`src/rtl/dac_frame_pkg.sv`:
```
package dac_frame_pkg;

  typedef enum logic [1:0] {
    ST_IDLE  = 2'd0,
    ST_SHIFT = 2'd1,
    ST_GAP   = 2'd2
  } frame_st_e;

endpackage

```
`src/rtl/dac_frame_ctrl.sv`:
```
module dac_frame_ctrl
  import dac_frame_pkg::*;
#(
  parameter int NBITS      = 16,
  parameter int GAP_CYCLES = 2
) (
  input  logic clk,
  input  logic rst_n,
  input  logic wr_en,
  output logic busy,
  output logic sync_n,
  output logic sclk,
  output logic load,
  output logic launch,
  output logic park
);

  localparam int CW = $clog2(NBITS + 1);
  localparam int GW = (GAP_CYCLES > 1) ? $clog2(GAP_CYCLES) : 1;
  localparam logic [CW-1:0] CNT_LAST = CW'(NBITS);
  localparam logic [GW-1:0] GAP_LAST = GW'(GAP_CYCLES - 1);

  frame_st_e     st_q, st_nxt;
  logic [CW-1:0] cnt_q, cnt_nxt;
  logic [GW-1:0] gap_q, gap_nxt;
  logic          sclk_q, sclk_nxt;
  logic          sync_q, sync_nxt;

  always_comb begin
    st_nxt   = st_q;
    cnt_nxt  = cnt_q;
    gap_nxt  = gap_q;
    sclk_nxt = sclk_q;
    sync_nxt = sync_q;
    load     = 1'b0;
    launch   = 1'b0;
    park     = 1'b0;
    case (st_q)
      ST_IDLE: begin
        if (wr_en) begin
          load     = 1'b1;
          st_nxt   = ST_SHIFT;
          cnt_nxt  = '0;
          sclk_nxt = 1'b0;
          sync_nxt = 1'b0;
        end
      end
      ST_SHIFT: begin
        if (!sclk_q) begin
          sclk_nxt = 1'b1;
          if (cnt_q == CNT_LAST) begin
            park     = 1'b1;
            sync_nxt = 1'b1;
            gap_nxt  = '0;
            st_nxt   = ST_GAP;
          end else begin
            launch = 1'b1;
          end
        end else begin
          sclk_nxt = 1'b0;
          cnt_nxt  = cnt_q + 1'b1;
        end
      end
      ST_GAP: begin
        if (gap_q == GAP_LAST) st_nxt = ST_IDLE;
        else                   gap_nxt = gap_q + 1'b1;
      end
      default: st_nxt = ST_IDLE;
    endcase
  end

  always_ff @(posedge clk or negedge rst_n) begin
    if (!rst_n) begin
      st_q   <= ST_IDLE;
      cnt_q  <= '0;
      gap_q  <= '0;
      sclk_q <= 1'b1;
      sync_q <= 1'b1;
    end else begin
      st_q   <= st_nxt;
      cnt_q  <= cnt_nxt;
      gap_q  <= gap_nxt;
      sclk_q <= sclk_nxt;
      sync_q <= sync_nxt;
    end
  end

  assign busy   = (st_q != ST_IDLE);
  assign sync_n = sync_q;
  assign sclk   = sclk_q;

  AST_CNT_IN_RANGE: assert property (@(posedge clk) disable iff (!rst_n)
    cnt_q <= CNT_LAST);
  AST_LOAD_ONLY_IDLE: assert property (@(posedge clk) disable iff (!rst_n)
    load |=> (st_q == ST_SHIFT) && !sync_q);

endmodule

```
`src/rtl/dac_frame_piso.sv`:
```
module dac_frame_piso #(
  parameter int NBITS = 16
) (
  input  logic             clk,
  input  logic             rst_n,
  input  logic             load,
  input  logic             launch,
  input  logic             park,
  input  logic [NBITS-1:0] din,
  output logic             sdata
);

  logic [NBITS-1:0] shreg_q, shreg_nxt, shift_in;
  logic             shreg_en;
  logic             sdata_q, sdata_nxt, sdata_en;

  for (genvar i = 0; i < NBITS; i++) begin : g_stage
    if (i == 0) begin : g_tail
      assign shift_in[i] = 1'b0;
    end else begin : g_link
      assign shift_in[i] = shreg_q[i-1];
    end
  end

  always_comb begin
    shreg_en  = load | launch;
    shreg_nxt = load ? din : shift_in;
    sdata_en  = launch | park;
    sdata_nxt = launch ? shreg_q[NBITS-1] : 1'b0;
  end

  always_ff @(posedge clk or negedge rst_n) begin
    if (!rst_n) begin
      shreg_q <= '0;
      sdata_q <= 1'b0;
    end else begin
      if (shreg_en) shreg_q <= shreg_nxt;
      if (sdata_en) sdata_q <= sdata_nxt;
    end
  end

  assign sdata = sdata_q;

  AST_LOAD_LAUNCH_EXCL: assert property (@(posedge clk) disable iff (!rst_n)
    !(load && (launch || park)));

endmodule

```
`src/rtl/dac_frame_shifter.sv`:
```
module dac_frame_shifter #(
  parameter int NBITS      = 16,
  parameter int GAP_CYCLES = 2
) (
  input  logic             clk,
  input  logic             rst_n,
  input  logic             wr_en,
  input  logic [NBITS-1:0] wr_data,
  output logic             busy,
  output logic             sync_n,
  output logic             sclk,
  output logic             sdata
);

  localparam int FW = $clog2(NBITS + 2) + 1;
  localparam int HW = $clog2(GAP_CYCLES + 2) + 1;
  localparam logic [FW-1:0] FALLS_PER_FRAME = FW'(NBITS + 1);
  localparam logic [HW-1:0] HI_SAT = HW'(GAP_CYCLES + 1);

  logic [1:0] rst_sync_q;
  logic       rst_sync_n;
  logic       load, launch, park;

  always_ff @(posedge clk or negedge rst_n) begin
    if (!rst_n) rst_sync_q <= 2'b00;
    else        rst_sync_q <= {rst_sync_q[0], 1'b1};
  end
  assign rst_sync_n = rst_sync_q[1];

  dac_frame_ctrl #(
    .NBITS      (NBITS),
    .GAP_CYCLES (GAP_CYCLES)
  ) u_ctrl (
    .clk    (clk),
    .rst_n  (rst_sync_n),
    .wr_en  (wr_en),
    .busy   (busy),
    .sync_n (sync_n),
    .sclk   (sclk),
    .load   (load),
    .launch (launch),
    .park   (park)
  );

  dac_frame_piso #(
    .NBITS (NBITS)
  ) u_piso (
    .clk    (clk),
    .rst_n  (rst_sync_n),
    .load   (load),
    .launch (launch),
    .park   (park),
    .din    (wr_data),
    .sdata  (sdata)
  );

  // checker state: sclk falls within a frame and the length of the sync high interval
  logic          sclk_d;
  logic [FW-1:0] nfall;
  logic [HW-1:0] hi_cnt;

  always_ff @(posedge clk or negedge rst_sync_n) begin
    if (!rst_sync_n) begin
      sclk_d <= 1'b1;
      nfall  <= '0;
      hi_cnt <= HI_SAT;
    end else begin
      sclk_d <= sclk;
      if (sync_n)              nfall <= '0;
      else if (sclk_d && !sclk) nfall <= nfall + 1'b1;
      if (!sync_n)             hi_cnt <= '0;
      else if (hi_cnt != HI_SAT) hi_cnt <= hi_cnt + 1'b1;
    end
  end

  AST_SYNC_WITH_SCLK_FALL: assert property (@(posedge clk) disable iff (!rst_sync_n)
    $fell(sync_n) |-> $fell(sclk));
  AST_DATA_ON_RISE_ONLY: assert property (@(posedge clk) disable iff (!rst_sync_n)
    (!sync_n && !$rose(sclk)) |-> $stable(sdata));
  AST_SIXTEEN_FALLS: assert property (@(posedge clk) disable iff (!rst_sync_n)
    $rose(sync_n) |-> (nfall == FALLS_PER_FRAME) && sclk && !sdata);
  AST_IDLE_LEVELS: assert property (@(posedge clk) disable iff (!rst_sync_n)
    !busy |-> sync_n && sclk && !sdata);
  AST_NO_START_WHEN_BUSY: assert property (@(posedge clk) disable iff (!rst_sync_n)
    $fell(sync_n) |-> !$past(busy));
  AST_SYNC_HIGH_GAP: assert property (@(posedge clk) disable iff (!rst_sync_n)
    $fell(sync_n) |-> hi_cnt >= HI_SAT);

endmodule

```
`config.mk`:
```
export PLATFORM = sky130hd
export DESIGN_NAME = dac_frame_shifter
export DESIGN_NICKNAME = d
export VERILOG_FILES = /design/src/rtl/dac_frame_pkg.sv /design/src/rtl/dac_frame_ctrl.sv /design/src/rtl/dac_frame_piso.sv /design/src/rtl/dac_frame_shifter.sv
export SDC_FILE = /design/constraint.sdc
export NUM_CORES = 1
export LEC_CHECK = 0
export BUFFER_PORTS_ARGS = -buffer_cell sky130_fd_sc_hd__buf_2
export CAP_MARGIN = 20
export CORE_ASPECT_RATIO = 1.2
export CORE_UTILIZATION = 45
export CTS_CLUSTER_DIAMETER = 120
export DETAILED_ROUTE_END_ITERATION = 16
export HOLD_SLACK_MARGIN = 0.05
export PLACE_DENSITY = 0.7
export SLEW_MARGIN = 20
export SYNTH_ARGS = -nofsm -noshare
export SYNTH_HDL_FRONTEND = slang
export SYNTH_SLANG_ARGS = --single-unit
```
`constraint.sdc`:
```
create_clock -name clk -period 2.7 [get_ports clk]
set_input_delay 0.54 -clock clk [delete_from_list [all_inputs] [get_ports clk]]
set_output_delay 0.54 -clock clk [all_outputs]
set_load 0.02 [all_outputs]
```
==> flow_summary_export.csv, run 1 <==
group,metric,value,unit
outcome,status,"finished, final reports clean",
setup_path,start_kind,"register",
logic_synthesis,syn_nets,170,
route,drc,0,
power_and_ir_drop,ir_worst_vdd,697,uV
logic_synthesis,synthTopCellsByCount,"dfrtp_1, nor2_1, a21oi_1",
power_and_ir_drop,p_leak,0.795,nW
clock_network,clockBufferDepth,2,
die,core,0.00311,mm^2
setup_path,cpMostUsedCell,"inv_1",
die,die_area,0.00355,mm^2
route,routed_wl,2.81,mm
setup_path,crit_fanout,8,
logic_synthesis,synth_area_per_cell,10.3,um^2
placed_design,dp_slack,792,ps
cells_and_area,drive_above_1_share,23.4,%
route,ant_nets,0,
route,vias,1093,
timing,worst_slew_margin_rel,61.2,%
setup_path,critPathKind,"reg -> out",
timing,rsz0062_at_grt,"no",
route,dr.pass1.iters,4,
timing,setup_viol,0,
timing,setup_tns,0,ps
clock_network,cts_tree,"done",
timing,finalMaxSlewViolations,0,
power_and_ir_drop,pwr-share-comb,39.8,%
power_and_ir_drop,power.share.switching,36.9,%
logic_synthesis,postSynthCellCount,145,
global_routing,first_global_vias,1084,
setup_path,startpoint,"u_ctrl.st_q[0]",
power_and_ir_drop,p_switching,0.000685,W
clock_network,clock_latency,330,ps
cells_and_area,syn2layout_area_growth,14.7,%
logic_synthesis,yosys-top-cells-area,"dfrtp_1, mux2i_1, a21oi_1",
cells_and_area,fin_area,0.00171,mm^2
logic_synthesis,synth-seq-cells,29,
timing,fin_crit,2010,ps
setup_path,slowest_stage,"dfrtp_1",
timing,fin_crit_sh,74.5,%
timing,worstMarginPinSlew,582,ps
global_routing,grt_max_degree,28,
setup_path,path_cells,"inv_1, ha_1, inv_1, buf_2",
setup_path,r2r-start,"u_ctrl.st_q[1]",
timing,whs,275,ps
placed_design,port_buffers,22,
logic_synthesis,netlist_area,0.00149,mm^2
power_and_ir_drop,p_total,0.00186,W
route,drt_iter0_drc,15,
die,rows,22,
power_and_ir_drop,pwr-share-seq,40.0,%
setup_path,crit_path_end_kind,"primary output",
logic_synthesis,async_reset_ff_share,100,%
logic_synthesis,synth_edf_count,0,
clock_network,cts.htree.levels,2,
clock_network,cts_setup_buffers,0,
route,via_per_inst,5.28,
job,cap_violations,0,
placed_design,placed_cell_area,0.00161,mm^2
logic_synthesis,ys.flop_type,"dfrtp_1",
die,start_util,47.9,%
power_and_ir_drop,clkPwrFrac,20.2,%
logic_synthesis,ys_seq_area_share,48.8,%
setup_path,cp-endpoint,"busy",
logic_synthesis,yosys_warnings,0,
global_routing,grt_first_pass_wirelength,4.55,mm
global_routing,grt_antenna_before_repair,0,
setup_path,r2r_setup_slack,770,ps
die,pin_count,23,
clock_network,cts-resized-gates,0,
timing,fin_skew,3.95,ps
setup_path,worstPathArrival,1470,ps
logic_synthesis,synth.most_common_cell,"dfrtp_1",
clock_network,cts_sinks,29,
timing,setup_slack,690,ps
power_and_ir_drop,intPower,0.00117,W
clock_network,clkSlewWorstSetupHoldPaths,90,ps
die,die_h,65.1,um
setup_path,reg2reg_depth,8,
route,wire_per_inst,13.6,um
logic_synthesis,ys_types,29,
power_and_ir_drop,powerDensity,1080,mW/mm^2
timing,max_freq,0.497,GHz
global_routing,grt_usage,18.4,%
clock_network,cts_buffers,5,
setup_path,required,2160,ps
cells_and_area,nNetsFinal,195,
logic_synthesis,yosys.area.top_type_share,45.3,%
setup_path,worstReg2RegEnd,"u_piso.shreg_q[14]",
placed_design,gp_congestion,0.885,
cells_and_area,insertedDiodeCount,0,
setup_path,cp_slowest_stage_delay,410,ps
placed_design,hpwl,2.08,mm
global_routing,gr-total-overflow,0,
worst_hold_path,hold_class,"reg -> async",
clock_network,clockRootBuffer,"clkbuf_4",
logic_synthesis,yosys.area.top_type,"dfrtp_1",
die,die_width,54.6,um
timing,hold_viol,0,
logic make-up after synthesis:
group / Yosys count / share of synthesized area, %
simple gates: 43 / 15.2
other cells: 1 / 0.251
fa+ha+maj: 6 / 5.03
xor+xnor: 2 / 1.17
mux: 18 / 12.3
flops: 29 / 48.8
compound gates: 32 / 12.0
buf+inv: 14 / 5.20
stage by stage:
stage,std cells,util (%)
floorplan,145,-
finish,207,55.0
global placement,198,51.9
global route,207,55.0
detailed placement,198,51.9
CTS,207,54.9
critical path, delay by kind of cell (launching register included):
kind       cells  cell delay, ps
buf+inv        3             390
fa+ha+maj      1             340
flops          1             410
cell type report:
type / count / area (um^2)
sequential: 29 / 729
inverter: 6 / 22.5
fill: 290 / 1400
clock buffer: 7 / 55.1
clock inverter: 1 / 30.0
tap: 36 / 45.0
multi-input combinational: 102 / 686
timing repair buffer: 26 / 143
cells in the final DEF, fill, tap and decap left out, types with 2 or more instances in the layout:
master	synthesis	routed
a22o_1	2	2
inv_1	6	6
o21ai_0	10	10
nand4_1	2	2
o21a_1	2	2
buf_4	0	3
nor2_1	18	18
a21oi_1	16	16
nand2b_1	2	2
dfrtp_1	27	26
mux2i_1	15	15
nand2_1	6	6
ha_1	6	6
dfstp_2	2	2
xnor2_1	2	2
nor3_1	2	2
buf_2	1	22
clkbuf_4	0	5
nand3_1	5	5
nor2b_1	2	2
and2_1	3	3
mux2_2	3	3
layer usage:
layer	up-vias	wire length [um]	global-route usage [%]	part of all wire, %
li1	548	-	-	-
met1	517	1240	20.3	44
met2	23	1430	30.5	51
met3	5	108	7.04	3.8
met4	0	34	7.37	1.2
met5	-	0	0	0
flip-flops by register name, indices dropped and copies added (netlist names):
register / count
rst_sync_q: 2
u_piso.sdata: 1
u_ctrl.sync_n: 1
u_ctrl.st_q: 2
u_ctrl.cnt_q: 5
u_ctrl.sclk: 1
u_piso.shreg_q: 16
u_ctrl.gap_q: 1
how the worst min path moves through the flow:
stage | endpoint | slack, ps | startpoint | cells after the start
after floorplan | rst_sync_q[0] | 240 | rst_n | 0
after global placement | rst_sync_q[0] | 330 | rst_n | 1
after detailed placement | rst_sync_q[1] | 330 | rst_n | 1
after CTS | rst_sync_q[1] | 370 | rst_sync_q[0] | 0
after global routing | u_piso.shreg_q[13] | 340 | rst_sync_q[1] | 0
final | u_piso.shreg_q[13] | 270 | rst_sync_q[1] | 0
repair_timing:
action | in CTS | in global routing
hold buffers | 1 | 0
endpoints found under the setup margin | 0 | 0
endpoints found under the hold margin | 2 | 0
power groups by stage:
stage	clock network (W)	registers (W)	logic (W)
3_5_place_dp	0	0.000746	0.000749
5_1_grt	0.000406	0.000764	0.000824
2_1_floorplan	0	0.000712	0.000640
3_3_place_gp	0	0.000736	0.000712
6_report	0.000374	0.000742	0.000739
4_1_cts	0.000388	0.000742	0.000749
No activity file was read; power rests on OpenSTA's default activity.
==> inputs of run 2 (changes only) <==
--- a/config.mk
+++ b/config.mk
@@ -12,7 +12,7 @@
 export CTS_CLUSTER_DIAMETER = 120
 export DETAILED_ROUTE_END_ITERATION = 16
 export HOLD_SLACK_MARGIN = 0.05
-export PLACE_DENSITY = 0.7
+export PLACE_DENSITY = 0.72
 export SLEW_MARGIN = 20
 export SYNTH_ARGS = -nofsm -noshare
 export SYNTH_HDL_FRONTEND = slang
==> constraint.sdc (replaced) <==
create_clock -name clk -period 1.72 [get_ports clk]
set_input_delay 0.344 -clock clk [delete_from_list [all_inputs] [get_ports clk]]
set_output_delay 0.344 -clock clk [all_outputs]
set_load 0.02 [all_outputs]
==> run 2 against run 1 <==
Against the previous run: setup slack lost 620 ps; non-clock buffer count is 8 higher; via count increased by 1.1%; first-iteration DRC count increased by 27%; utilization rose by 2.6 points; sequential power rose by 50%; cell area up 4.8%; worst hold slack worse by 33 ps; critical path depth increased by 1; die area did not move; clock skew rose by 3.9 ps.
==> flow_summary_export.csv, run 2 (same netlist as run 1, synthesis figures left out) <==
group,metric,value,unit
cells_and_area,largest_register_ffs,16,
route,route.met2.wl,1.31,mm
route,route.met3.wl,111,um
cells_and_area,reg_top3,"u_piso.shreg_q x16, u_ctrl.cnt_q x5",
clock_network,clkSlewWorstSetupHoldPaths,90,ps
setup_path,crit_path_end_kind,"primary output",
clock_network,cts_buffers,5,
power_and_ir_drop,pwr-share-seq,37.4,%
cells_and_area,syn2layout_area_growth,20.1,%
job,cap_violations,0,
timing,max_freq,0.606,GHz
clock_network,clock_latency,330,ps
cells_and_area,drive_above_1_share,29.6,%
clock_network,clockRootBuffer,"clkbuf_4",
power_and_ir_drop,p_total,0.00297,W
power_and_ir_drop,powerDensity,1660,mW/mm^2
global_routing,grt_max_degree,33,
setup_path,cp.buffers_inverters,4,
timing,fin_crit,1650,ps
outcome,status,"finished, final reports clean",
route,vias,1105,
cells_and_area,final_common_cell,"dfrtp_1",
global_routing,grt_first_pass_wirelength,4.37,mm
clock_network,cts_tree,"done",
die,core,0.00311,mm^2
global_routing,first_global_vias,1043,
power_and_ir_drop,power.share.switching,37.3,%
die,die_width,54.6,um
setup_path,cpMostUsedCell,"buf_4",
placed_design,hpwl,1.92,mm
die,die_area,0.00355,mm^2
power_and_ir_drop,ir_worst_vdd,997,uV
route,dr.pass1.iters,4,
placed_design,port_buffers,22,
global_routing,grt_usage,17.4,%
worst_hold_path,hold_class,"reg -> async",
route,highest_layer,"met4",
power_and_ir_drop,p_leak,0.834,nW
timing,fin_crit_sh,95.9,%
global_routing,gr-total-overflow,0,
setup_path,critPathKind,"reg -> out",
route,drt_iter0_drc,19,
die,pin_count,23,
setup_path,r2r_setup_slack,80,ps
die,die_h,65.1,um
route,ant_nets,0,
cells_and_area,top_register,"u_piso.shreg_q",
die,start_util,47.9,%
route,drc,0,
setup_path,worstPathArrival,1310,ps
setup_path,slowest_stage,"dfrtp_1",
timing,hold_viol,0,
timing,finalMaxSlewViolations,0,
clock_network,clockBufferDepth,2,
clock_network,cts_sinks,29,
timing,setup_viol,0,
power_and_ir_drop,clkPwrFrac,14.9,%
setup_path,crit_family,"buffers and inverters",
route,met1_length,1.29,mm
setup_path,crit_fanout,5,
setup_path,required,1380,ps
cells_and_area,nNetsFinal,203,
cells_and_area,layout_common_cells,"dfrtp_1, buf_2, nor2_1",
setup_path,cp_slowest_stage_delay,400,ps
cells_and_area,utilization,57.6,%
power_and_ir_drop,p_switching,0.00111,W
die,rows,22,
route,routed_wl,2.77,mm
cells_and_area,insertedDiodeCount,0,
timing,fin_skew,7.81,ps
setup_path,start_kind,"register",
power_and_ir_drop,pwr-share-comb,47.7,%
setup_path,path_cells,"inv_2, ha_4, buf_4, inv_1, buf_4",
route,via_per_inst,5.14,
global_routing,grt_antenna_before_repair,0,
power_and_ir_drop,intPower,0.00186,W
placed_design,gp_congestion,0.832,
route,wire_per_inst,12.9,um
clock_network,cts.htree.levels,2,
run 2: cell types whose count changed in the layout (fill, tap and decap cells not counted), moves of 2 or more:
cell / previous run / this run
buf_4: 3 / 10
inv_1: 6 / 3
inv_2: 0 / 3
buf_12: 0 / 2
ha_1: 6 / 4
run 2: layout make-up:
| class | instances | area, um^2 |
|---|---|---|
| clock buffer | 8 | 58.8 |
| sequential | 29 | 728 |
| inverter | 6 | 22.5 |
| fill | 284 | 1320 |
| timing repair buffer | 34 | 230 |
| multi-input combinational | 102 | 707 |
| tap | 36 | 45.0 |
run 2: final timing paths:
kind | end | start | cells past startpoint
setup / recovery | busy | u_ctrl.st_q[1] | 5
hold / removal | u_piso.shreg_q[15] | rst_sync_q[1] | 1
setup reg to reg | u_ctrl.cnt_q[3] | u_ctrl.st_q[0] | 7
hold reg to reg | u_piso.shreg_q[15] | rst_sync_q[1] | 1
max in group asynchronous | u_ctrl.sync_n | rst_sync_q[1] | 1
min in group clk | u_piso.shreg_q[0] | wr_data[0] | 3
run 2: layer usage:
metal,global-route usage (%),up-vias
met5,0,-
met4,9.62,0
met3,5.40,7
met2,26.8,26
met1,21.0,506
li1,-,566
run 2: metrics by stage:
step / std cells / instance area, um^2 / setup TNS (ps) / hold WS [ps] / setup WS [ps]
CTS: 212 / 1760 / 0 / 227 / 17.0
global route: 215 / 1790 / -7.18 / 245 / -7.18
floorplan: 145 / 1490 / 0 / 48.4 / 109
global placement: 202 / 1670 / 0 / 128 / 87.0
finish: 215 / 1790 / 0 / 241 / 70.4
detailed placement: 202 / 1670 / -3.59 / 133 / -3.59
run 2: what timing repair did:
action / 4_1_cts / 5_1_grt
cloned: 0 / 0
hold buffers: 1 / 0
buffers inserted: 1 / 3
gates resized for setup: 5 / 5
pin swaps: 0 / 1
hold endpoints to repair: 2 / 0
setup endpoints to repair: 2 / 8
run 2: power groups by stage:
stage / sequential (W) / clock [W] / combinational [W]
final: 0.00111 / 0.000441 / 0.00141
after global placement: 0.00111 / 0 / 0.00127
after global routing: 0.00115 / 0.000484 / 0.00157
after floorplan: 0.00112 / 0 / 0.00100
after CTS: 0.00111 / 0.000456 / 0.00137
after detailed placement: 0.00112 / 0 / 0.00132
==> inputs of run 3 (changes only) <==
--- a/config.mk
+++ b/config.mk
@@ -11,8 +11,8 @@
 export CORE_UTILIZATION = 45
 export CTS_CLUSTER_DIAMETER = 120
 export DETAILED_ROUTE_END_ITERATION = 16
-export HOLD_SLACK_MARGIN = 0.05
-export PLACE_DENSITY = 0.72
+export HOLD_SLACK_MARGIN = 0.15
+export PLACE_DENSITY = 0.77
 export SLEW_MARGIN = 20
 export SYNTH_ARGS = -nofsm -noshare
 export SYNTH_HDL_FRONTEND = slang
==> run 3 against run 2 <==
Against the previous run: critical path depth increased by 2; sequential share of layout area fell by 0.37 points; combinational power about the same; sequential cell count unchanged; register-to-register slack lost 20 ps; total power up 1.9%; fmax down 0.84%; global-route usage rose by 0.24 points; critical path type is now reg -> reg; utilization grew 0.52 points; highest routed layer unchanged; clock skew hardly changed.
==> flow_summary_export.csv, run 3 (same netlist as run 1, synthesis figures left out) <==
group,metric,value,unit
placed_design,placed_cell_area,0.00166,mm^2
die,core,0.00311,mm^2
setup_path,cp_slowest_stage_delay,410,ps
cells_and_area,seqCellArea,728,um^2
setup_path,cpMostUsedCell,"buf_4",
placed_design,dp_slack,13.1,ps
clock_network,cts_sinks,29,
cells_and_area,largest_register_ffs,16,
setup_path,start_kind,"register",
cells_and_area,layout_common_cells,"dfrtp_1, buf_2, nor2_1",
placed_design,hpwl,1.91,mm
power_and_ir_drop,p_leak,0.845,nW
route,drc,0,
setup_path,required,1990,ps
global_routing,grt_usage,17.7,%
clock_network,clkSlewWorstSetupHoldPaths,90,ps
clock_network,clockRootBuffer,"clkbuf_4",
timing,fin_crit,1660,ps
power_and_ir_drop,p_switching,0.00112,W
clock_network,cts_buffers,5,
cells_and_area,nFillCells,268,
clock_network,clockBufferDepth,2,
die,rows,22,
setup_path,path_cells,"buf_4, ha_1, buf_4, mux2_2, nand4_1, xnor2_1, o21a_1",
cells_and_area,final_common_cell,"dfrtp_1",
cells_and_area,nNetsFinal,205,
setup_path,slowest_stage,"dfrtp_1",
setup_path,critPathKind,"reg -> reg",
job,cap_violations,0,
cells_and_area,drive_above_1_share,32.0,%
die,start_util,47.9,%
clock_network,clock_latency,340,ps
placed_design,port_buffers,22,
setup_path,crit_fanout,12,
route,ant_nets,0,
clock_network,cts_tree,"done",
clock_network,cts.htree.levels,2,
global_routing,first_global_vias,1040,
timing,finalMaxSlewViolations,0,
cells_and_area,utilization,58.1,%
timing,hold_viol,0,
timing,fin_skew,8.13,ps
power_and_ir_drop,power.share.switching,37.0,%
cells_and_area,fin_area,0.00181,mm^2
power_and_ir_drop,powerDensity,1670,mW/mm^2
die,die_area,0.00355,mm^2
route,wire_per_inst,12.8,um
global_routing,grt_max_degree,28,
cells_and_area,multi_input_area,709,um^2
route,routed_wl,2.77,mm
global_routing,grt_antenna_before_repair,0,
route,via_per_inst,5.26,
cells_and_area,reg_top3,"u_piso.shreg_q x16, u_ctrl.cnt_q x5",
setup_path,worstPathArrival,1940,ps
cells_and_area,top_register,"u_piso.shreg_q",
timing,fin_crit_sh,96.7,%
route,vias,1141,
power_and_ir_drop,clkPwrFrac,15.5,%
global_routing,grt_first_pass_wirelength,4.32,mm
route,dr.pass1.iters,4,
die,die_h,65.1,um
placed_design,gp_congestion,0.877,
outcome,status,"finished, final reports clean",
timing,setup_viol,0,
die,die_width,54.6,um
die,pin_count,23,
route,drt_iter0_drc,14,
cells_and_area,syn2layout_area_growth,21.2,%
global_routing,gr-total-overflow,0,
setup_path,crit_path_end_kind,"register",
power_and_ir_drop,intPower,0.00190,W
power_and_ir_drop,pwr-share-seq,36.8,%
timing,setup_slack,56.4,ps
power_and_ir_drop,ir_worst_vdd,969,uV
power_and_ir_drop,pwr-share-comb,47.6,%
timing,max_freq,0.601,GHz
cells_and_area,insertedDiodeCount,0,
worst_hold_path,hold_class,"reg -> async",
[run 3: per-layer routing]
layer / part of all wire, % / wire, um / track usage, %
met1: 44 / 1230 / 19.9
met2: 48 / 1330 / 28.4
met3: 4.5 / 126 / 5.16
met4: 3.2 / 89 / 10.6
met5: 0 / 0 / 0
[run 3: final cells by class]
class | count | area share (%)
clock buffers | 7 | 3.60
well taps | 36 | 2.49
repair buffers | 36 | 12.9
multi-input cells | 102 | 39.2
flip-flops and latches | 29 | 40.3
clock inverters | 1 | 0.277
inverters | 6 | 1.25
[run 3: through the flow]
stage | TNS [ps] | power (W) | std cells | hold WS, ps
global route | -7.47 | 0.00327 | 217 | 232
detailed placement | 0 | 0.00244 | 203 | 129
floorplan | 0 | 0.00212 | 145 | 48.4
finish | 0 | 0.00302 | 217 | 235
CTS | 0 | 0.00297 | 214 | 225
global placement | 0 | 0.00237 | 203 | 129
[run 3: timing repair]
| action | CTS | global route |
|---|---|---|
| setup buffers | 2 | 3 |
| pin swaps | 1 | 0 |
| endpoints found under the setup margin | 1 | 4 |
| hold endpoints to repair | 2 | 0 |
| resized for setup | 3 | 9 |
| hold buffers | 1 | 0 |
[run 3: final timing paths]
check | start | endpoint | slack [ps] | cells past startpoint
max | u_ctrl.st_q[0] | u_ctrl.cnt_q[3] | 60 | 7
min | rst_sync_q[1] | u_piso.shreg_q[0] | 230 | 1
max reg2reg | u_ctrl.st_q[0] | u_ctrl.cnt_q[3] | 60 | 7
min reg2reg | rst_sync_q[1] | u_piso.shreg_q[0] | 230 | 1
max in group asynchronous | rst_sync_q[1] | u_ctrl.sclk | 1180 | 1
min in group clk | wr_data[0] | u_piso.shreg_q[0] | 240 | 3
[run 3: power groups by stage]
stage | Combinational [W] | Clock [W] | Sequential, W
final | 0.00144 | 0.000469 | 0.00111
after global routing | 0.00160 | 0.000522 | 0.00114
after CTS | 0.00136 | 0.000493 | 0.00111
after detailed placement | 0.00132 | 0 | 0.00113
after global placement | 0.00127 | 0 | 0.00111
after floorplan | 0.00100 | 0 | 0.00112
[run 3: critical path, delay by kind of cell (launching register included)]
kind | cells | cell delay [ps]
adder cells (fa/ha/maj) | 1 | 200
XOR/XNOR | 1 | 130
AO/OA/AOI/OAI | 1 | 140
AND/OR/NAND/NOR | 1 | 120
buffers and inverters | 2 | 330
multiplexers | 1 | 280
flip-flops | 1 | 410
